## config.mk

```make
export PLATFORM = sky130hd
export DESIGN_NAME = hb_failsafe_wdog
export DESIGN_NICKNAME = d
export VERILOG_FILES = /design/src/rtl/wdog_pkg.sv /design/src/rtl/wdog_tick_counter.sv /design/src/rtl/wdog_status.sv /design/src/rtl/hb_failsafe_wdog.sv
export SDC_FILE = /design/constraint.sdc
export NUM_CORES = 1
export LEC_CHECK = 0
export ABC_AREA = 0
export ABC_CLOCK_PERIOD_IN_PS = 1800
export BUFFER_PORTS_ARGS = -buffer_cell sky130_fd_sc_hd__buf_2
export CORE_ASPECT_RATIO = 1.1
export CORE_MARGIN = 5
export CORE_UTILIZATION = 45
export DETAILED_ROUTE_END_ITERATION = 10
export MAX_ROUTING_LAYER = met4
export PLACE_DENSITY = 0.73
export SLEW_MARGIN = 20
export SYNTH_ARGS = -nofsm -noshare
export SYNTH_HDL_FRONTEND = slang
export SYNTH_HIERARCHICAL = 1
export SYNTH_SLANG_ARGS = --single-unit
export TNS_END_PERCENT = 5
```

## constraint.sdc

```tcl
create_clock -name clk -period 1.8 [get_ports clk]
set_input_delay 0.36 -clock clk [delete_from_list [all_inputs] [get_ports clk]]
set_output_delay 0.36 -clock clk [all_outputs]
set_load 0.01 [all_outputs]
```

## src/rtl/wdog_pkg.sv

```systemverilog
package wdog_pkg;

    // Action applied to the watchdog state at the next clock edge.
    typedef enum logic [1:0] {
        ACT_CLEAR   = 2'd0,
        ACT_RESTART = 2'd1,
        ACT_COUNT   = 2'd2
    } wd_act_e;

    // Priority: reset, then enable low, then force_reset (all clear),
    // then heartbeat (restart only), otherwise count.
    function automatic wd_act_e pick_act(input logic rst_n,
                                         input logic enable,
                                         input logic heartbeat,
                                         input logic force_reset);
        if (!rst_n || !enable || force_reset)
            return ACT_CLEAR;
        if (heartbeat)
            return ACT_RESTART;
        return ACT_COUNT;
    endfunction

    function automatic int unsigned width_of(input int unsigned n);
        return (n > 1) ? $clog2(n) : 1;
    endfunction

endpackage

```

## src/rtl/wdog_tick_counter.sv

```systemverilog
module wdog_tick_counter
    import wdog_pkg::*;
#(
    parameter int unsigned CLK_FREQ    = 125_000_000,
    parameter int unsigned TIMEOUT_SEC = 5,
    localparam int unsigned SUB_W      = width_of(CLK_FREQ),
    localparam int unsigned SEC_W      = $clog2(TIMEOUT_SEC + 1)
) (
    input  logic             clk,
    input  logic             rst_n,
    input  wd_act_e          act,
    output logic [SEC_W-1:0] sec_left
);

    localparam logic [SUB_W-1:0] SUB_MAX  = SUB_W'(CLK_FREQ - 1);
    localparam logic [SEC_W-1:0] SEC_FULL = SEC_W'(TIMEOUT_SEC);

    logic [SUB_W-1:0] sub_q;
    logic [SEC_W-1:0] sec_q;

    always_ff @(posedge clk) begin
        case (act)
            ACT_CLEAR, ACT_RESTART: begin
                sub_q <= '0;
                sec_q <= SEC_FULL;
            end
            default: begin
                if (sec_q != '0) begin
                    if (sub_q == SUB_MAX) begin
                        sub_q <= '0;
                        sec_q <= sec_q - 1'b1;
                    end else begin
                        sub_q <= sub_q + 1'b1;
                    end
                end
            end
        endcase
    end

    assign sec_left = sec_q;

    // Once the timeout is reached, counting holds the state fixed.
    assert_saturate_R4: assert property (@(posedge clk) disable iff (!rst_n)
        ($past(act) == ACT_COUNT && $past(sec_q) == '0)
            |-> (sec_q == '0 && $stable(sub_q)));

    // While counting, seconds left never goes up.
    assert_sec_down_R7: assert property (@(posedge clk) disable iff (!rst_n)
        ($past(act) == ACT_COUNT) |-> (sec_q <= $past(sec_q)));

endmodule

```

## src/rtl/wdog_status.sv

```systemverilog
module wdog_status
    import wdog_pkg::*;
#(
    parameter int unsigned TIMEOUT_SEC = 5,
    parameter int unsigned WARNING_SEC = 3,
    localparam int unsigned SEC_W      = $clog2(TIMEOUT_SEC + 1)
) (
    input  logic             clk,
    input  logic             rst_n,
    input  wd_act_e          act,
    input  logic [SEC_W-1:0] sec_left,
    output logic             warning,
    output logic             triggered,
    output logic             rf_kill
);

    // count >= WARNING_SEC*CLK_FREQ  <=>  seconds left <= TIMEOUT_SEC-WARNING_SEC
    localparam logic [SEC_W-1:0] WARN_LEVEL = SEC_W'(TIMEOUT_SEC - WARNING_SEC);

    logic kill_q;

    always_comb begin
        triggered = (sec_left == '0);
        warning   = (sec_left <= WARN_LEVEL);
        rf_kill   = kill_q | triggered;
    end

    always_ff @(posedge clk) begin
        if (act == ACT_CLEAR)
            kill_q <= 1'b0;
        else if (triggered)
            kill_q <= 1'b1;
    end

    // A heartbeat alone never releases the kill.
    assert_kill_held_R8: assert property (@(posedge clk) disable iff (!rst_n)
        ($past(rf_kill) && $past(act) != ACT_CLEAR) |-> rf_kill);

endmodule

```

## src/rtl/hb_failsafe_wdog.sv

```systemverilog
module hb_failsafe_wdog
    import wdog_pkg::*;
#(
    parameter int unsigned CLK_FREQ    = 125_000_000,
    parameter int unsigned TIMEOUT_SEC = 5,
    parameter int unsigned WARNING_SEC = 3,
    localparam int unsigned SEC_W      = $clog2(TIMEOUT_SEC + 1)
) (
    input  logic             clk,
    input  logic             rst_n,
    input  logic             enable,
    input  logic             heartbeat,
    input  logic             force_reset,
    output logic             warning,
    output logic             triggered,
    output logic             rf_kill,
    output logic [SEC_W-1:0] time_remaining
);

    localparam logic [SEC_W-1:0] SEC_FULL = SEC_W'(TIMEOUT_SEC);

    wd_act_e          act;
    logic [SEC_W-1:0] sec_left;

    assign act = pick_act(rst_n, enable, heartbeat, force_reset);

    wdog_tick_counter #(
        .CLK_FREQ   (CLK_FREQ),
        .TIMEOUT_SEC(TIMEOUT_SEC)
    ) u_count (
        .clk     (clk),
        .rst_n   (rst_n),
        .act     (act),
        .sec_left(sec_left)
    );

    wdog_status #(
        .TIMEOUT_SEC(TIMEOUT_SEC),
        .WARNING_SEC(WARNING_SEC)
    ) u_status (
        .clk      (clk),
        .rst_n    (rst_n),
        .act      (act),
        .sec_left (sec_left),
        .warning  (warning),
        .triggered(triggered),
        .rf_kill  (rf_kill)
    );

    assign time_remaining = sec_left;

    assert_hb_restart_R2: assert property (@(posedge clk) disable iff (!rst_n)
        ($past(rst_n) && $past(enable) && $past(heartbeat) && !$past(force_reset))
            |-> (!warning && !triggered && time_remaining == SEC_FULL));

    assert_disable_clears_R3: assert property (@(posedge clk) disable iff (!rst_n)
        ($past(rst_n) && !$past(enable))
            |-> (!warning && !triggered && !rf_kill && time_remaining == SEC_FULL));

    assert_force_clears_R9: assert property (@(posedge clk) disable iff (!rst_n)
        ($past(rst_n) && $past(force_reset))
            |-> (!warning && !triggered && !rf_kill && time_remaining == SEC_FULL));

    assert_trip_kills_R8: assert property (@(posedge clk) disable iff (!rst_n)
        triggered |-> (rf_kill && warning && time_remaining == '0));

endmodule

```

==> flow_summary.json, run 1 <==
{
  "status": "finished with violations",
  "violations": "negative setup slack",
  "rsz0062_at_grt": "true",
  "antenna_found_initial": 0,
  "yosysWarningCount": 6,
  "clock_sinks": 31,
  "p_sw_share_pct": 22.8,
  "p_switching_w": 0.000248,
  "setup_ws_ns": -0.0210,
  "ys_ff_latch": 31,
  "hold_path_class": "in2reg",
  "syn_inst": 170,
  "r2r_end": "u_count/sub_q[26]$_SDFFE_PP0P_",
  "synth_edf_count": 0,
  "die_y_um": 71.8,
  "hold_end": "u_status/kill_q$_SDFFE_PN0N_",
  "ir_drop_v": 0.000426,
  "nFillCells": 301,
  "num_rows": 22,
  "synth_xor_xnor_area_share_pct": 14.0,
  "path_class": "reg2reg",
  "crit_fanout": 2,
  "grt.overflow.total": 0,
  "path_cells": "or4b_4 > nor4_4 > buf_4 > o2111ai_1 > and3_1",
  "drive_gt1_share_pct": 29.7,
  "timing.final.crit_share_pct": 101,
  "numCtsBuffers": 5,
  "wirelength_um": 3150,
  "gr-usage-all-layers_pct": 15.6,
  "area_delta_synth_final_pct": 19.2,
  "totalPowerFinal_w": 0.00109,
  "gp_congestion": 0.799,
  "met3_length_um": 142,
  "drc": 0,
  "htreeDepth": 2,
  "arrival_ns": 2.07,
  "die_area_sq_um": 4750,
  "synth.area.top_cells": "dfxtp_1 40%, xor2_1 12%, nor2_1 6.0%",
  "r2r_slack_ns": -0.02,
  "hold_ws_ns": 0.458,
  "power.internal_w": 0.000841,
  "grt_pass1_vias": 1313,
  "hp-start": "heartbeat",
  "synth_nets": 178,
  "path_buf_inv": 1,
  "synth.avg_cell_area_sq_um": 9.18,
  "ios": 11,
  "fin_crit_ns": 1.82,
  "grt_max_degree": 15,
  "cts_tree": "done",
  "postSynth.asyncResetShare_pct": 0,
  "synth.top_cell.area_share_pct": 39.8,
  "core_area_sq_um": 3330,
  "placed_cells": 242,
  "synthSimpleGateAreaFrac_pct": 35.1,
  "muxShareOfSynthArea_pct": 1.28,
  "crit_path_start_kind": "flop",
  "skew_ns": 0.0166,
  "synthAdderAreaFrac_pct": 2.41,
  "cts-root-buf": "clkbuf_4",
  "top_layer": "met4",
  "maxSlewViolCount": 0,
  "worstSetupEndpointType": "flop",
  "cts.clk_slew.worst_paths_ns": 0.10,
  "crit_family": "simple AND/OR/NAND/NOR gates",
  "wl_met2_um": 1520,
  "synth_cell_types": 40,
  "final_antenna_net_count": 0,
  "crit_slowest_cell": "or4b_4",
  "antenna_cells": 0,
  "relSlewSlack_pct": 72.5,
  "vias": 1289,
  "nets": 209,
  "synth_top_family_by_area": "simple AND/OR/NAND/NOR gates",
  "max_freq_mhz": 549,
  "wl_met1_um": 1410,
  "hold_violations": 0,
  "whs_path_depth": 3,
  "worstRegToRegCells": 5,
  "drt-initial-drc-count": 56,
  "maxCapViolCount": 0,
  "start_util_pct": 46.8,
  "vias_per_cell": 5.16,
  "die_x_um": 66.1,
  "clock_latency_ns": 0.34,
  "r2r-start": "u_count/sub_q[6]$_SDFFE_PP0P_",
  "grt_pass1_wl_um": 5520,
  "comb_power_share_pct": 1.9,
  "hpwl_um": 2310,
  "report.final.setup_viol": 18,
  "synth_compound_area_share_pct": 2.97,
  "p_seq_share_pct": 63.0,
  "worst_slew_pin_slew_ns": 0.411,
  "avgRoutedWirePerCell_um": 12.6,
  "netlist_area_sq_um": 1560,
  "required_ns": 2.05,
  "stdcell_count": 250,
  "synth_largest_area_cell": "dfxtp_1",
  "clock_tree.buffer_depth": 2,
  "synth_seq_area_share_pct": 39.8,
  "slowest_delay_ns": 0.55,
  "p_leak_nw": 0.732,
  "firstDrtPassIters": 4,
  "portBuffers": 10,
  "pwr-share-clk_pct": 35.1,
  "powerDensity_nw_per_um2": 586,
  "synthFlopType": "dfxtp_1"
}
sequential cells by signal, summed over array words and instances (netlist names):
register / count
u_count/sub_q: 27
u_count/sec_left: 3
u_status/kill_q: 1
Yosys cell counts (2+ instances only):
cell type / count
buf_2: 2
xnor2_1: 4
nor2_2: 6
mux2i_1: 2
and4_1: 3
nand2_1: 11
or4b_1: 2
nand4_1: 14
a21oi_1: 3
dfxtp_1: 31
and3_1: 5
xor2_1: 21
inv_1: 4
ha_1: 3
and2_1: 3
nor2_1: 25
nand3_1: 8
layout by cell type, fill, tap and decap left out, types with 2 or more instances in the layout:
master	Yosys	routed
mux2i_1	2	2
ha_1	3	3
inv_1	4	4
xnor2_1	4	4
buf_12	0	2
and3_1	5	4
and4_1	3	3
nor2_2	6	6
and3_2	1	2
or4b_4	1	2
nor2_1	25	25
clkbuf_4	0	5
clkinv_2	0	3
xor2_1	21	21
dfxtp_2	0	2
buf_2	2	10
nand2_1	11	11
and2_1	3	3
a21oi_1	3	3
nand3_1	8	8
buf_4	0	18
dfxtp_1	31	29
nand4_1	14	14
stage by stage:
step	cell area, sq um	util [%]	setup TNS [ns]	setup WS, ns
3_5_place_dp	1790	53.8	0	0.00237
3_3_place_gp	1790	53.8	0	0.0494
4_1_cts	1840	55.4	0	0.000123
6_report	1860	55.8	-0.165	-0.0210
2_1_floorplan	1560	-	-0.00672	-0.00672
5_1_grt	1860	55.8	-2.04	-0.0900
power by group through the flow:
stage | Sequential, W | Clock (W) | Combinational [W]
after floorplan | 0.000702 | 0 | 0.0000115
after global placement | 0.000702 | 0 | 0.0000198
final | 0.000686 | 0.000382 | 0.0000203
after global routing | 0.000687 | 0.000441 | 0.0000227
after detailed placement | 0.000703 | 0 | 0.0000204
after CTS | 0.000687 | 0.000400 | 0.0000205
metal layers:
metal  track usage [%]  vias up
li1                  -      653
met1              17.3      606
met2              24.4       22
met3              5.02        8
met4              9.03        0
met5                 -        -
cells by family (layout without fill, tap and decap cells):
logic type	count (synthesis)	in the layout
flip-flops	31	31
AO/OA/AOI/OAI	7	7
adder cells (fa/ha/maj)	3	3
buffers and inverters	10	42
AND/OR/NAND/NOR	92	92
XOR/XNOR	25	25
multiplexers	2	2
final cells by class:
cell class | count | area [sq um] | share of cell area (%)
tap | 48 | 60.1 | 3.23
clock buffer | 5 | 37.5 | 2.02
sequential | 31 | 623 | 33.5
timing repair buffer | 30 | 225 | 12.1
multi-input combinational | 129 | 883 | 47.5
clock inverter | 3 | 15.0 | 0.808
inverter | 4 | 15.0 | 0.808
worst register-to-register path: cells and delay by family (launching register included):
family | cells | cell delay, ns
compound gates | 1 | 0.11
buf+inv | 1 | 0.17
flops | 1 | 0.35
simple gates | 3 | 1.10
worst max-delay path by stage:
stage | from | to | slack [ns] | depth (start not counted)
finish | u_count/sub_q[6]$_SDFFE_PP0P_ | u_count/sub_q[26]$_SDFFE_PP0P_ | -0.02 | 5
global placement | u_count/sub_q[18]$_SDFFE_PP0P_ | u_count/sub_q[26]$_SDFFE_PP0P_ | 0.05 | 5
floorplan | u_count/sec_left[0]$_SDFFE_PP1P_ | u_count/sub_q[24]$_SDFFE_PP0P_ | -0.007 | 8
global route | u_count/sub_q[6]$_SDFFE_PP0P_ | u_count/sub_q[25]$_SDFFE_PP0P_ | -0.09 | 6
CTS | u_count/sub_q[18]$_SDFFE_PP0P_ | u_count/sub_q[26]$_SDFFE_PP0P_ | 0.0001 | 5
detailed placement | u_count/sub_q[18]$_SDFFE_PP0P_ | u_count/sub_q[26]$_SDFFE_PP0P_ | 0.002 | 5
timing repair:
action / in CTS / in global routing
endpoints found under the setup margin: 0 / 29
gates resized for setup: 0 / 6
buffers inserted: 0 / 0
hold buffers: 0 / 0
Power figures use the tool's default switching activity.
==> run 2, diff against run 1 <==
--- a/config.mk
+++ b/config.mk
@@ -12,6 +12,7 @@
 export CORE_MARGIN = 5
 export CORE_UTILIZATION = 45
 export DETAILED_ROUTE_END_ITERATION = 10
+export GPL_TIMING_DRIVEN = 0
 export MAX_ROUTING_LAYER = met4
 export PLACE_DENSITY = 0.73
 export SLEW_MARGIN = 20
==> flow_summary.json, run 2 (synthesized netlist as in run 1, its figures left out) <==
{
  "maxSlewViolCount": 0,
  "ir_drop_v": 0.000456,
  "gr-usage-all-layers_pct": 13.9,
  "status": "finished with violations",
  "drt-initial-drc-count": 62,
  "powerDensity_nw_per_um2": 589,
  "cts-root-buf": "clkbuf_4",
  "die_y_um": 71.8,
  "required_ns": 2.02,
  "whs_path_depth": 1,
  "final_antenna_net_count": 0,
  "hold_violations": 0,
  "firstDrtPassIters": 4,
  "path_class": "reg2reg",
  "skew_ns": 0.00734,
  "regMostFlops": "u_count/sub_q",
  "rsz0062_at_grt": "true",
  "crit_slowest_cell": "or4b_4",
  "clock_sinks": 31,
  "numCtsBuffers": 5,
  "max_freq_mhz": 544,
  "crit_fanout": 3,
  "antenna_cells": 0,
  "place_ws_ns": -0.138,
  "fin_tns_setup_ns": -0.445,
  "clock_latency_ns": 0.32,
  "htreeDepth": 2,
  "crit_path_start_kind": "flop",
  "fin_crit_ns": 1.84,
  "drive_gt1_share_pct": 32.1,
  "die_area_sq_um": 4750,
  "hpwl_um": 2080,
  "num_rows": 22,
  "drc": 0,
  "grt_pass1_wl_um": 5140,
  "portBuffers": 10,
  "hold_ws_ns": 0.467,
  "worstSetupEndpointType": "flop",
  "grt.overflow.total": 0,
  "slowest_delay_ns": 0.55,
  "relSlewSlack_pct": 70.4,
  "ios": 11,
  "grt_pass1_vias": 1199,
  "avgRoutedWirePerCell_um": 12.6,
  "violations": "negative setup slack",
  "largest_register_ff_count": 27,
  "start_util_pct": 46.8,
  "p_leak_nw": 0.693,
  "clock_tree.buffer_depth": 2,
  "placed_area_sq_um": 1670,
  "cts.clk_slew.worst_paths_ns": 0.10,
  "setup_ws_ns": -0.0383,
  "vias": 1250,
  "cts_tree": "done",
  "timing.final.crit_share_pct": 102,
  "core_area_sq_um": 3330,
  "maxCapViolCount": 0,
  "gp_congestion": 0.804,
  "grt_max_degree": 11,
  "nets": 200,
  "hold_buffers": 0,
  "layout_common_cells": "24 x nor2_1, 24 x dfxtp_1, 21 x xor2_1, 14 x nand4_1",
  "final_design_area_no_fill_sq_um": 1830,
  "area_delta_synth_final_pct": 17.6,
  "hold_path_class": "reg2reg",
  "totalPowerFinal_w": 0.00108,
  "antenna_found_initial": 0,
  "wirelength_um": 3030,
  "path_cells": "or4b_4 > nor4_4 > buf_4 > nand4_1 > nor2_1 > a21oi_1",
  "top_regs": "u_count/sub_q x27, u_count/sec_left x3, u_status/kill_q x1",
  "report.final.setup_viol": 24,
  "worstRegToRegCells": 6,
  "vias_per_cell": 5.19,
  "die_x_um": 66.1,
  "arrival_ns": 2.05,
  "worst_slew_pin_slew_ns": 0.443
}
## run 2: cell count changes in the layout (fill, tap and decap cells not counted), moves of 2 or more
cell	before	now
dfxtp_2	2	6
buf_6	0	2
buf_4	18	6
dfxtp_1	29	24
## run 2: final timing paths
check                                                     from                               end  slack, ns
worst max-delay path            u_count/sub_q[18]$_SDFFE_PP0P_  u_count/sec_left[2]$_SDFFE_PP1P_      -0.04
worst min register to register    u_status/kill_q$_SDFFE_PN0N_      u_status/kill_q$_SDFFE_PN0N_       0.47
worst max register to register  u_count/sub_q[18]$_SDFFE_PP0P_  u_count/sec_left[2]$_SDFFE_PP1P_      -0.04
worst min-delay path              u_status/kill_q$_SDFFE_PN0N_      u_status/kill_q$_SDFFE_PN0N_       0.47
## run 2: area by class of cell
| type | count | area, sq um |
|---|---|---|
| buffer | 5 | 61.3 |
| clock buffer | 5 | 37.5 |
| clock inverter | 3 | 15.0 |
| fill | 304 | 1500 |
| inverter | 4 | 15.0 |
| multi-input combinational | 129 | 918 |
| sequential | 31 | 632 |
| tap | 48 | 60.1 |
| timing repair buffer | 16 | 95.1 |
## run 2: critical path: cells and delay by family, from the launching register on
family / cells / cell delay [ns]
and+or+nand+nor: 4 / 1.17
DFF: 1 / 0.35
buffers and inverters: 1 / 0.18
AOI/OAI and AO/OA: 1 / 0.05
## run 2: through the flow
| step | utilization (%) | cells |
|---|---|---|
| after floorplan | - | 170 |
| after global placement | 50.2 | 228 |
| after CTS | 53.0 | 238 |
| after detailed placement | 50.2 | 228 |
| final | 55.1 | 241 |
| after global routing | 55.1 | 241 |
## run 2: metal layers
layer	part of all wire [%]	track usage, %	up-vias
met3	4.5	4.08	4
li1	-	-	632
met2	49	22.2	19
met1	46	17.0	595
met5	0	-	-
met4	0.79	4.06	0
## run 2: power breakdown
part | switching, W | internal [W]
combinational | 0.0000104 | 0.0000112
clock | 0.000229 | 0.000145
sequential | 0.000000622 | 0.000684
## run 2: repair_timing
action | CTS | global route
setup buffers | 3 | 3
endpoints found under the setup margin | 27 | 30
gates resized for setup | 7 | 14
pin swaps | 4 | 5
==> run 3, diff against run 2 <==
--- a/config.mk
+++ b/config.mk
@@ -7,7 +7,7 @@
 export LEC_CHECK = 0
 export ABC_AREA = 0
 export ABC_CLOCK_PERIOD_IN_PS = 1800
-export BUFFER_PORTS_ARGS = -buffer_cell sky130_fd_sc_hd__buf_2
+export BUFFER_PORTS_ARGS = -buffer_cell sky130_fd_sc_hd__clkbuf_2
 export CORE_ASPECT_RATIO = 1.1
 export CORE_MARGIN = 5
 export CORE_UTILIZATION = 45
==> flow_summary.json, run 3 (synthesized netlist as in run 1, its figures left out) <==
{
  "die_x_um": 66.1,
  "fin_crit_ns": 1.83,
  "crit_family": "simple AND/OR/NAND/NOR gates",
  "stdcell_count": 242,
  "firstDrtPassIters": 4,
  "largest_register_ff_count": 27,
  "nFillCells": 307,
  "core_area_sq_um": 3330,
  "die_y_um": 71.8,
  "clock_tree.buffer_depth": 2,
  "hold_violations": 0,
  "antenna_found_initial": 0,
  "clock_sinks": 31,
  "status": "finished with violations",
  "drive_gt1_share_pct": 28.9,
  "drt-initial-drc-count": 88,
  "drc": 0,
  "skew_ns": 0.0101,
  "num_rows": 22,
  "ir_drop_v": 0.000363,
  "placed_cells": 228,
  "avgRoutedWirePerCell_um": 12.9,
  "crit_path_start_kind": "flop",
  "required_ns": 2.03,
  "report.final.setup_viol": 17,
  "start_util_pct": 46.8,
  "gp_congestion": 0.795,
  "regMostFlops": "u_count/sub_q",
  "wirelength_um": 3130,
  "gr-usage-all-layers_pct": 14.2,
  "worstSetupEndpointType": "flop",
  "maxSlewViolCount": 0,
  "top_regs": "u_count/sub_q x27, u_count/sec_left x3, u_status/kill_q x1",
  "final_antenna_net_count": 0,
  "path_class": "reg2reg",
  "portBuffers": 10,
  "grt_pass1_vias": 1177,
  "layout_common_cells": "25 x nor2_1, 25 x dfxtp_1, 21 x xor2_1, 14 x nand4_1, 11 x nand2_1",
  "area_delta_synth_final_pct": 18.8,
  "htreeDepth": 2,
  "max_freq_mhz": 546,
  "violations": "negative setup slack",
  "relSlewSlack_pct": 73.4,
  "cts-root-buf": "clkbuf_4",
  "nets": 201,
  "antenna_cells": 0,
  "place_ws_ns": -0.166,
  "rsz0062_at_grt": "true",
  "cts_tree": "done",
  "vias": 1257,
  "vias_per_cell": 5.19,
  "powerDensity_nw_per_um2": 631,
  "clock_latency_ns": 0.33,
  "p_leak_nw": 0.704,
  "grt_max_degree": 11,
  "crit_slowest_cell": "or4b_4",
  "ios": 11,
  "path_cells": "or4b_4 > nor4_4 > nand3_4 > nand2_8 > clkbuf_16 > nor2_2",
  "numCtsBuffers": 5,
  "slowest_delay_ns": 0.55,
  "grt_pass1_wl_um": 5110,
  "hold_path_class": "in2reg",
  "hpwl_um": 2130,
  "grt.overflow.total": 0,
  "crit_fanout": 6,
  "arrival_ns": 2.06,
  "timing.final.crit_share_pct": 102,
  "maxCapViolCount": 0,
  "die_area_sq_um": 4750,
  "path_buf_inv": 1,
  "worst_slew_pin_slew_ns": 0.397,
  "cts.clk_slew.worst_paths_ns": 0.09,
  "setup_ws_ns": -0.0315
}
==> run 3: path summary, 6_finish.rpt <==
path / to / slack (ns) / start / cells after the start
worst min-delay path: u_status/kill_q$_SDFFE_PN0N_ / 0.46 / heartbeat / 3
worst max register to register: u_count/sub_q[16]$_SDFFE_PP0P_ / -0.03 / u_count/sub_q[19]$_SDFFE_PP0P_ / 6
worst min register to register: u_status/kill_q$_SDFFE_PN0N_ / 0.46 / u_status/kill_q$_SDFFE_PN0N_ / 1
worst max-delay path: u_count/sub_q[16]$_SDFFE_PP0P_ / -0.03 / u_count/sub_q[19]$_SDFFE_PP0P_ / 6
==> run 3: what timing repair did <==
action | 4_1_cts | 5_1_grt
hold buffers | 0 | 0
setup buffers | 2 | 4
gates cloned | 0 | 1
endpoints found under the setup margin | 27 | 30
pin swaps | 13 | 10
resized for setup | 6 | 10
==> run 3: report_power, final <==
part | internal [W] | switching (W) | leakage [nW]
clock network | 0.000230 | 0.000232 | 0.0386
logic | 0.0000134 | 0.0000110 | 0.413
registers | 0.000683 | 0.000000547 | 0.252
==> run 3: worst register-to-register path: stages, from the launching register on <==
cell       delay [ns]
dfxtp_2          0.34
or4b_4           0.55
nor4_4           0.35
nand3_4          0.16
nand2_8          0.15
clkbuf_16        0.15
nor2_2           0.04
==> run 3: final cells by class <==
type                       count  area [sq um]  area share [%]
sequential                    31           633            34.1
inverter                       4          15.0           0.810
clock buffer                   8          68.8            3.71
tap                           48          60.1            3.24
buffer                         5          60.1            3.24
timing repair buffer          17           120            6.48
multi-input combinational    129           897            48.4
==> run 3: stage by stage <==
| stage | hold WS, ns | util (%) | cell area (sq um) | setup TNS [ns] | power, W |
|---|---|---|---|---|---|
| after global routing | 0.470 | 55.7 | 1850 | -2.49 | 0.00122 |
| final | 0.460 | 55.7 | 1850 | -0.205 | 0.00117 |
| after detailed placement | 0.448 | 50.2 | 1670 | -2.54 | 0.000721 |
| after floorplan | 0.429 | - | 1560 | -0.00672 | 0.000714 |
| after CTS | 0.454 | 53.2 | 1770 | -1.22 | 0.00119 |
| after global placement | 0.439 | 50.2 | 1670 | -1.75 | 0.000720 |
==> run 3: metal layers <==
layer	vias to the layer above	share of wire [%]	GRT usage [%]
met3	4	4.7	5.80
met1	596	48	16.7
met4	0	0.45	4.06
met2	23	47	22.2
li1	634	-	-
met5	-	0	-
